File: config.mk
export PLATFORM = sky130hd
export DESIGN_NAME = core_irq_timer
export DESIGN_NICKNAME = d
export VERILOG_FILES = /design/src/rtl/irq_timer_pkg.sv /design/src/rtl/irq_rtc_edge.sv /design/src/rtl/irq_wall_counter.sv /design/src/rtl/irq_hart_slot.sv /design/src/rtl/core_irq_timer.sv
export SDC_FILE = /design/constraint.sdc
export NUM_CORES = 1
export LEC_CHECK = 0
export BUFFER_PORTS_ARGS = -buffer_cell sky130_fd_sc_hd__buf_2
export CAP_MARGIN = 20
export CORE_ASPECT_RATIO = 1.25
export CORE_UTILIZATION = 41
export CTS_BUF_LIST = sky130_fd_sc_hd__clkbuf_16
export CTS_CLUSTER_DIAMETER = 120
export CTS_CLUSTER_SIZE = 28
export DETAILED_ROUTE_END_ITERATION = 16
export GPL_TIMING_DRIVEN = 0
export PLACE_DENSITY = 0.64
export SYNTH_ARGS = -nofsm -noshare
export SYNTH_HDL_FRONTEND = slang
export SYNTH_SLANG_ARGS = --single-unit
File: constraint.sdc
create_clock -name clk -period 2.5 [get_ports clk]
set_input_delay 0.25 -clock clk [delete_from_list [all_inputs] [get_ports clk]]
set_output_delay 0.25 -clock clk [all_outputs]
set_load 0.05 [all_outputs]
File: src/rtl/irq_timer_pkg.sv
package irq_timer_pkg;

  // Byte offsets of the register regions
  localparam int unsigned SW_BASE  = 32'h0000_0000;
  localparam int unsigned CMP_BASE = 32'h0000_4000;
  localparam int unsigned TIME_LO  = 32'h0000_BFF8;
  localparam int unsigned TIME_HI  = 32'h0000_BFFC;

  localparam int unsigned WORD_W  = 32;
  localparam int unsigned LANES   = WORD_W / 8;
  localparam int unsigned COUNT_W = 64;

  // Replace only the byte lanes whose strobe is set
  function automatic logic [WORD_W-1:0] lane_merge(
    input logic [WORD_W-1:0] old_w,
    input logic [WORD_W-1:0] new_w,
    input logic [LANES-1:0]  strb
  );
    logic [WORD_W-1:0] res;
    for (int b = 0; b < LANES; b++) begin
      res[8*b +: 8] = strb[b] ? new_w[8*b +: 8] : old_w[8*b +: 8];
    end
    return res;
  endfunction

endpackage

File: src/rtl/irq_rtc_edge.sv
// Brings the slow real-time clock into the bus domain and emits a
// single-cycle tick on each rising edge.
module irq_rtc_edge #(
  parameter int unsigned SYNC_STAGES = 2
) (
  input  logic clk,
  input  logic rst_n,
  input  logic rtc_in,
  output logic tick
);

  localparam int unsigned SH_W = SYNC_STAGES + 1;

  logic [SH_W-1:0] sh_q;
  logic [SH_W-1:0] sh_d;

  always_comb begin
    sh_d = {sh_q[SH_W-2:0], rtc_in};
  end

  always_ff @(posedge clk or negedge rst_n) begin
    if (!rst_n) begin
      sh_q <= '0;
    end else begin
      sh_q <= sh_d;
    end
  end

  // Synchronised level is sh_q[SH_W-2]; sh_q[SH_W-1] is its previous value
  assign tick = sh_q[SH_W-2] & ~sh_q[SH_W-1];

endmodule

File: src/rtl/irq_wall_counter.sv
// Shared 64-bit wall-clock counter, software writable in two halves.
module irq_wall_counter
  import irq_timer_pkg::*;
(
  input  logic               clk,
  input  logic               rst_n,
  input  logic               tick,
  input  logic               wr_lo,
  input  logic               wr_hi,
  input  logic [WORD_W-1:0]  wdata,
  input  logic [LANES-1:0]   wstrb,
  output logic [COUNT_W-1:0] count
);

  logic [COUNT_W-1:0] cnt_q;
  logic [COUNT_W-1:0] cnt_d;
  logic               cnt_en;

  always_comb begin
    cnt_d  = cnt_q;
    cnt_en = 1'b0;
    if (wr_lo || wr_hi) begin
      // Software write wins over a coincident tick
      cnt_en = 1'b1;
      if (wr_lo) cnt_d[WORD_W-1:0]       = lane_merge(cnt_q[WORD_W-1:0], wdata, wstrb);
      if (wr_hi) cnt_d[COUNT_W-1:WORD_W] = lane_merge(cnt_q[COUNT_W-1:WORD_W], wdata, wstrb);
    end else if (tick) begin
      cnt_en = 1'b1;
      cnt_d  = cnt_q + COUNT_W'(1);
    end
  end

  always_ff @(posedge clk or negedge rst_n) begin
    if (!rst_n) begin
      cnt_q <= '0;
    end else if (cnt_en) begin
      cnt_q <= cnt_d;
    end
  end

  assign count = cnt_q;

endmodule

File: src/rtl/irq_hart_slot.sv
// Per-hart state: software pending flag and a deadline without reset.
module irq_hart_slot
  import irq_timer_pkg::*;
(
  input  logic               clk,
  input  logic               rst_n,
  input  logic               sw_we,
  input  logic               cmp_lo_we,
  input  logic               cmp_hi_we,
  input  logic [WORD_W-1:0]  wdata,
  input  logic [LANES-1:0]   wstrb,
  input  logic [COUNT_W-1:0] now,
  output logic               sw_pend,
  output logic [COUNT_W-1:0] deadline,
  output logic               tmr_lvl
);

  logic               sw_q;
  logic               sw_d;
  logic               sw_en;
  logic [COUNT_W-1:0] cmp_q;
  logic [COUNT_W-1:0] cmp_d;
  logic               cmp_en;

  always_comb begin
    sw_en = sw_we & wstrb[0];
    sw_d  = wdata[0];
  end

  always_ff @(posedge clk or negedge rst_n) begin
    if (!rst_n) begin
      sw_q <= 1'b0;
    end else if (sw_en) begin
      sw_q <= sw_d;
    end
  end

  always_comb begin
    cmp_d  = cmp_q;
    cmp_en = cmp_lo_we | cmp_hi_we;
    if (cmp_lo_we) cmp_d[WORD_W-1:0]       = lane_merge(cmp_q[WORD_W-1:0], wdata, wstrb);
    if (cmp_hi_we) cmp_d[COUNT_W-1:WORD_W] = lane_merge(cmp_q[COUNT_W-1:WORD_W], wdata, wstrb);
  end

  // Deliberately no reset: contents survive a reset pulse
  always_ff @(posedge clk) begin
    if (cmp_en) begin
      cmp_q <= cmp_d;
    end
  end

  assign sw_pend  = sw_q;
  assign deadline = cmp_q;
  assign tmr_lvl  = (now >= cmp_q);

endmodule

File: src/rtl/core_irq_timer.sv
module core_irq_timer
  import irq_timer_pkg::*;
#(
  parameter int unsigned NUM_HARTS   = 4,
  parameter int unsigned ADDR_W      = 16,
  parameter int unsigned SYNC_STAGES = 2
) (
  input  logic                 clk,
  input  logic                 rst_n,
  input  logic                 rtc_in,
  input  logic                 req_valid,
  input  logic                 req_write,
  input  logic [ADDR_W-1:0]    req_addr,
  input  logic [WORD_W-1:0]    req_wdata,
  input  logic [LANES-1:0]     req_wstrb,
  output logic                 resp_ready,
  output logic [WORD_W-1:0]    resp_rdata,
  output logic [NUM_HARTS-1:0] sw_irq,
  output logic [NUM_HARTS-1:0] tmr_irq
);

  localparam int unsigned WA_W    = ADDR_W - 2;
  localparam int unsigned TLO_IDX = TIME_LO >> 2;
  localparam int unsigned THI_IDX = TIME_HI >> 2;

  logic [WA_W-1:0]      word_a;
  logic                 aligned;
  logic                 bus_wr;
  logic                 bus_rd;
  logic [NUM_HARTS-1:0] hit_sw;
  logic [NUM_HARTS-1:0] hit_clo;
  logic [NUM_HARTS-1:0] hit_chi;
  logic                 hit_tlo;
  logic                 hit_thi;
  logic                 addr_hit;
  logic                 time_wr;
  logic                 tick;
  logic [COUNT_W-1:0]   wall_time;
  logic [COUNT_W-1:0]   cmp_bank [NUM_HARTS];
  logic [NUM_HARTS-1:0] sw_vec;
  logic [NUM_HARTS-1:0] tmr_vec;
  logic [WORD_W-1:0]    rd_mux;

  assign word_a  = req_addr[ADDR_W-1:2];
  assign aligned = (req_addr[1:0] == 2'b00);
  assign bus_wr  = req_valid & req_write;
  assign bus_rd  = req_valid & ~req_write;
  assign hit_tlo = aligned && (word_a == WA_W'(TLO_IDX));
  assign hit_thi = aligned && (word_a == WA_W'(THI_IDX));
  assign time_wr = bus_wr & (hit_tlo | hit_thi);
  assign addr_hit = hit_tlo | hit_thi | (|hit_sw) | (|hit_clo) | (|hit_chi);

  irq_rtc_edge #(
    .SYNC_STAGES (SYNC_STAGES)
  ) u_rtc (
    .clk    (clk),
    .rst_n  (rst_n),
    .rtc_in (rtc_in),
    .tick   (tick)
  );

  irq_wall_counter u_cnt (
    .clk   (clk),
    .rst_n (rst_n),
    .tick  (tick),
    .wr_lo (bus_wr & hit_tlo),
    .wr_hi (bus_wr & hit_thi),
    .wdata (req_wdata),
    .wstrb (req_wstrb),
    .count (wall_time)
  );

  for (genvar h = 0; h < NUM_HARTS; h++) begin : g_hart
    localparam int unsigned SW_IDX = (SW_BASE >> 2) + h;
    localparam int unsigned CL_IDX = (CMP_BASE >> 2) + 2 * h;
    localparam int unsigned CH_IDX = CL_IDX + 1;

    assign hit_sw[h]  = aligned && (word_a == WA_W'(SW_IDX));
    assign hit_clo[h] = aligned && (word_a == WA_W'(CL_IDX));
    assign hit_chi[h] = aligned && (word_a == WA_W'(CH_IDX));

    irq_hart_slot u_slot (
      .clk       (clk),
      .rst_n     (rst_n),
      .sw_we     (bus_wr & hit_sw[h]),
      .cmp_lo_we (bus_wr & hit_clo[h]),
      .cmp_hi_we (bus_wr & hit_chi[h]),
      .wdata     (req_wdata),
      .wstrb     (req_wstrb),
      .now       (wall_time),
      .sw_pend   (sw_vec[h]),
      .deadline  (cmp_bank[h]),
      .tmr_lvl   (tmr_vec[h])
    );
  end

  always_comb begin
    rd_mux = '0;
    for (int h = 0; h < NUM_HARTS; h++) begin
      if (hit_sw[h])  rd_mux = {{(WORD_W-1){1'b0}}, sw_vec[h]};
      if (hit_clo[h]) rd_mux = cmp_bank[h][WORD_W-1:0];
      if (hit_chi[h]) rd_mux = cmp_bank[h][COUNT_W-1:WORD_W];
    end
    if (hit_tlo) rd_mux = wall_time[WORD_W-1:0];
    if (hit_thi) rd_mux = wall_time[COUNT_W-1:WORD_W];
  end

  // Response stage: one-cycle ready, registered read data
  logic              rdy_q;
  logic              rdy_d;
  logic [WORD_W-1:0] rdata_q;
  logic [WORD_W-1:0] rdata_d;
  logic              rdata_en;

  always_comb begin
    rdy_d    = req_valid;
    rdata_en = req_valid | rdy_q;
    rdata_d  = bus_rd ? rd_mux : '0;
  end

  always_ff @(posedge clk or negedge rst_n) begin
    if (!rst_n) begin
      rdy_q   <= 1'b0;
      rdata_q <= '0;
    end else begin
      rdy_q <= rdy_d;
      if (rdata_en) rdata_q <= rdata_d;
    end
  end

  assign resp_ready = rdy_q;
  assign resp_rdata = rdata_q;
  assign sw_irq     = sw_vec;
  assign tmr_irq    = tmr_vec;

endmodule

==> summary.txt <==
Clock Power Share = 30.7%
EDFF count, synth = 256
Ports = 98
Num CTS Buffers = 16
total power = 0.0110 W
Syn-to-layout area delta = 21.5%
final net count = 2800
global-route wire length before repair = 129000 um
Final Cycle Share = 141%
Slew Limit Fails = 0
failing checks = setup timing
Internal = 0.00815 W
Remaining Overflow, GRT = 0
Comb power frac = 10.2%
kind of critical path = flip-flop to primary output
worst path bufs/invs = 2
pre-CTS setup slack = -1.84 ns
Slowest cell on crit path = dfrtp_2
Slew HR = 28.0%
unrepaired setup endpoints after global routing = true
Fin. Hold Viols = 0
Clock Tree Buf Depth = 3
Static Leak = 11.7 nW
Seq cells post-synth = 360
Via density = 6.23
Crit. End Element = primary output
Top Family by Delay on Critical Path = compound AO/OA/AOI/OAI gates
largest net degree at the start of global routing = 88
status = finished with violations
register area share after synthesis = 46.5%
Required @ worst endpoint = 2.25 ns
Clk Latency, worst-skew pair = 0.57 ns
Critical Path AT = 3.27 ns
Max Cap Viol = 0
setup TNS = -14.96 ns
most frequent cells in the layout = inv_1 (274), edfxtp_1 (256), ha_1 (233)
switch share = 26.1%
Mapped Area = 22100 um2
critical path fanouts, max = 4
setup skew after layout = 0.0235 ns
fmax = 284 MHz
Slew @ Worst Pin = 1.07 ns
fin crit period = 3.52 ns
antenna violation net count after detailed routing = 0
total track usage = 32.5%
# setup viols final = 41
Syn Nets = 2546
CTS root buf = clkbuf_16
synthesis warning total = 0
routed wire length = 91100 um
CP Launch Type = flip-flop
antenna violations before repair = 3
gpl congestion = 1.00
vias in the first global route = 19.5k
synthesized area per cell = 9.92 um2
post-route setup slack = -1.02 ns
dpl hpwl = 66000 um
core box area = 53000 um2
async set or reset register ratio after synthesis = 28.9%
synth unique cells = 73
row cnt = 94
First DRT Iteration DRCs = 2544
DR pass1 iterations = 8
residual DRC count = 0
CTS tree = yes
Die X = 210 um
Initial Util = 41.7%
most common cell after layout, fill and taps aside = inv_1
port bufs = 96
H-tree depth = 1
WL/cell = 28.3 um
clock sinks = 360
Mapped Cells = 2232
die area = 54900 um2
Worst-path clk slew = 0.12 ns
worst path cell trace = buf_6 > ha_4 > or4_4 > a211oi_2 > o21ai_2 > a211o_4 > a2111oi_4 > nor2_2 > buf_8
Sw Pwr = 0.00288 W
share of layout cells above drive strength 1 = 22.7%
hold crit path type = primary input to flip-flop
Die Span Y = 262 um
final core utilization = 50.7%
maximum vdd drop = 0.438 mV
sequential share of power = 59.1%
CP max stage delay = 0.50 ns
main flop type after synthesis = edfxtp_1
vias = 20.0k
Pwr Density = 410 nW/um2
## cell type report
type | count | area (um2)
fillers | 4817 | 26100
multi-input cells | 1510 | 11900
flip-flops and latches | 360 | 10400
repair buffers | 243 | 1830
inverters | 266 | 1000
well taps | 720 | 901
clock buffers | 18 | 450
plain buffers | 89 | 379
clock inverters | 10 | 37.5
diodes | 1 | 2.50
## synth_stat cells, types with 28 or more instances
library cell | n | area [um2]
a22oi_1 | 62 | 465
nand2_1 | 132 | 495
edfxtp_1 | 256 | 7690
a21oi_1 | 211 | 1060
inv_1 | 266 | 998
clkbuf_1 | 83 | 312
o21ai_0 | 173 | 866
a211oi_1 | 28 | 210
nand3_1 | 53 | 265
dfrtp_1 | 104 | 2600
a222oi_1 | 31 | 310
ha_1 | 257 | 3220
a22o_1 | 32 | 280
nand4_1 | 53 | 332
nor3_1 | 31 | 155
nor2_1 | 159 | 597
a21o_1 | 52 | 390
## what timing repair did
item,CTS,global route
setup endpoints to repair,182,348
buffers inserted,110,32
pin swaps,113,57
endpoints found under the hold margin,106,0
cloned,0,0
gates resized for setup,298,141
hold buffers,3,0
## power groups by stage
stage          logic, W  registers (W)  clock network (W)
5_1_grt         0.00120        0.00652            0.00355
6_report        0.00112        0.00652            0.00338
3_3_place_gp   0.000786        0.00669                  0
4_1_cts         0.00106        0.00651            0.00338
3_5_place_dp   0.000800        0.00669                  0
2_1_floorplan  0.000399        0.00663                  0
## sequential cells by signal (all words and copies together) (netlist names)
register	count
resp_rdata	32
u_cnt.count	64
g_hart.u_slot.sw_pend	4
g_hart.u_slot.deadline	256
u_rtc.sh_q	3
resp_ready	1
## cells by family after synthesis
family                   count (synthesis)  share of synthesized area [%]
AO/OA/AOI/OAI                          721                           20.8
AND/OR/NAND/NOR                        527                           11.6
buffers and inverters                  362                           6.31
flip-flops                             360                           46.5
adder cells (fa/ha/maj)                257                           14.5
multiplexers                             5                          0.249
## stage by stage
step                      hold slack [ns]  cells  instance area, um2
final                              0.0457   3217               26900
after global routing               0.0362   3216               26900
after CTS                          0.0343   3188               26000
after detailed placement            0.117   3052               23700
after global placement              0.337   3048               23600
after floorplan                   -0.0456   2232               22200
## layer usage
layer | vias up | wire length (um) | global-route usage (%)
met5 | - | 27 | 0
met4 | 4 | 6590 | 20.6
met3 | 277 | 7840 | 4.45
met2 | 1131 | 43000 | 55.1
met1 | 9775 | 33600 | 39.1
li1 | 8844 | - | -
## path summary, 6_finish.rpt
kind	startpoint	to	slack (ns)	cells past startpoint
hold reg to reg	u_rtc.sh_q[0]$_DFF_PN0_	u_rtc.sh_q[1]$_DFF_PN0_	0.38	0
min in group asynchronous	rst_n	resp_rdata[18]$_DFFE_PN0P_	0.08	2
setup / recovery	u_cnt.count[14]$_DFFE_PN0P_	tmr_irq[2]	-1.02	9
setup reg to reg	u_cnt.count[11]$_DFFE_PN0P_	u_cnt.count[53]$_DFFE_PN0P_	-0.45	13
hold / removal	req_wdata[6]	g_hart[1].u_slot.deadline[38]$_DFFE_PP_	0.05	1
max in group asynchronous	rst_n	u_cnt.count[3]$_DFFE_PN0P_	1.61	3
(Power assumes the default switching activity.)
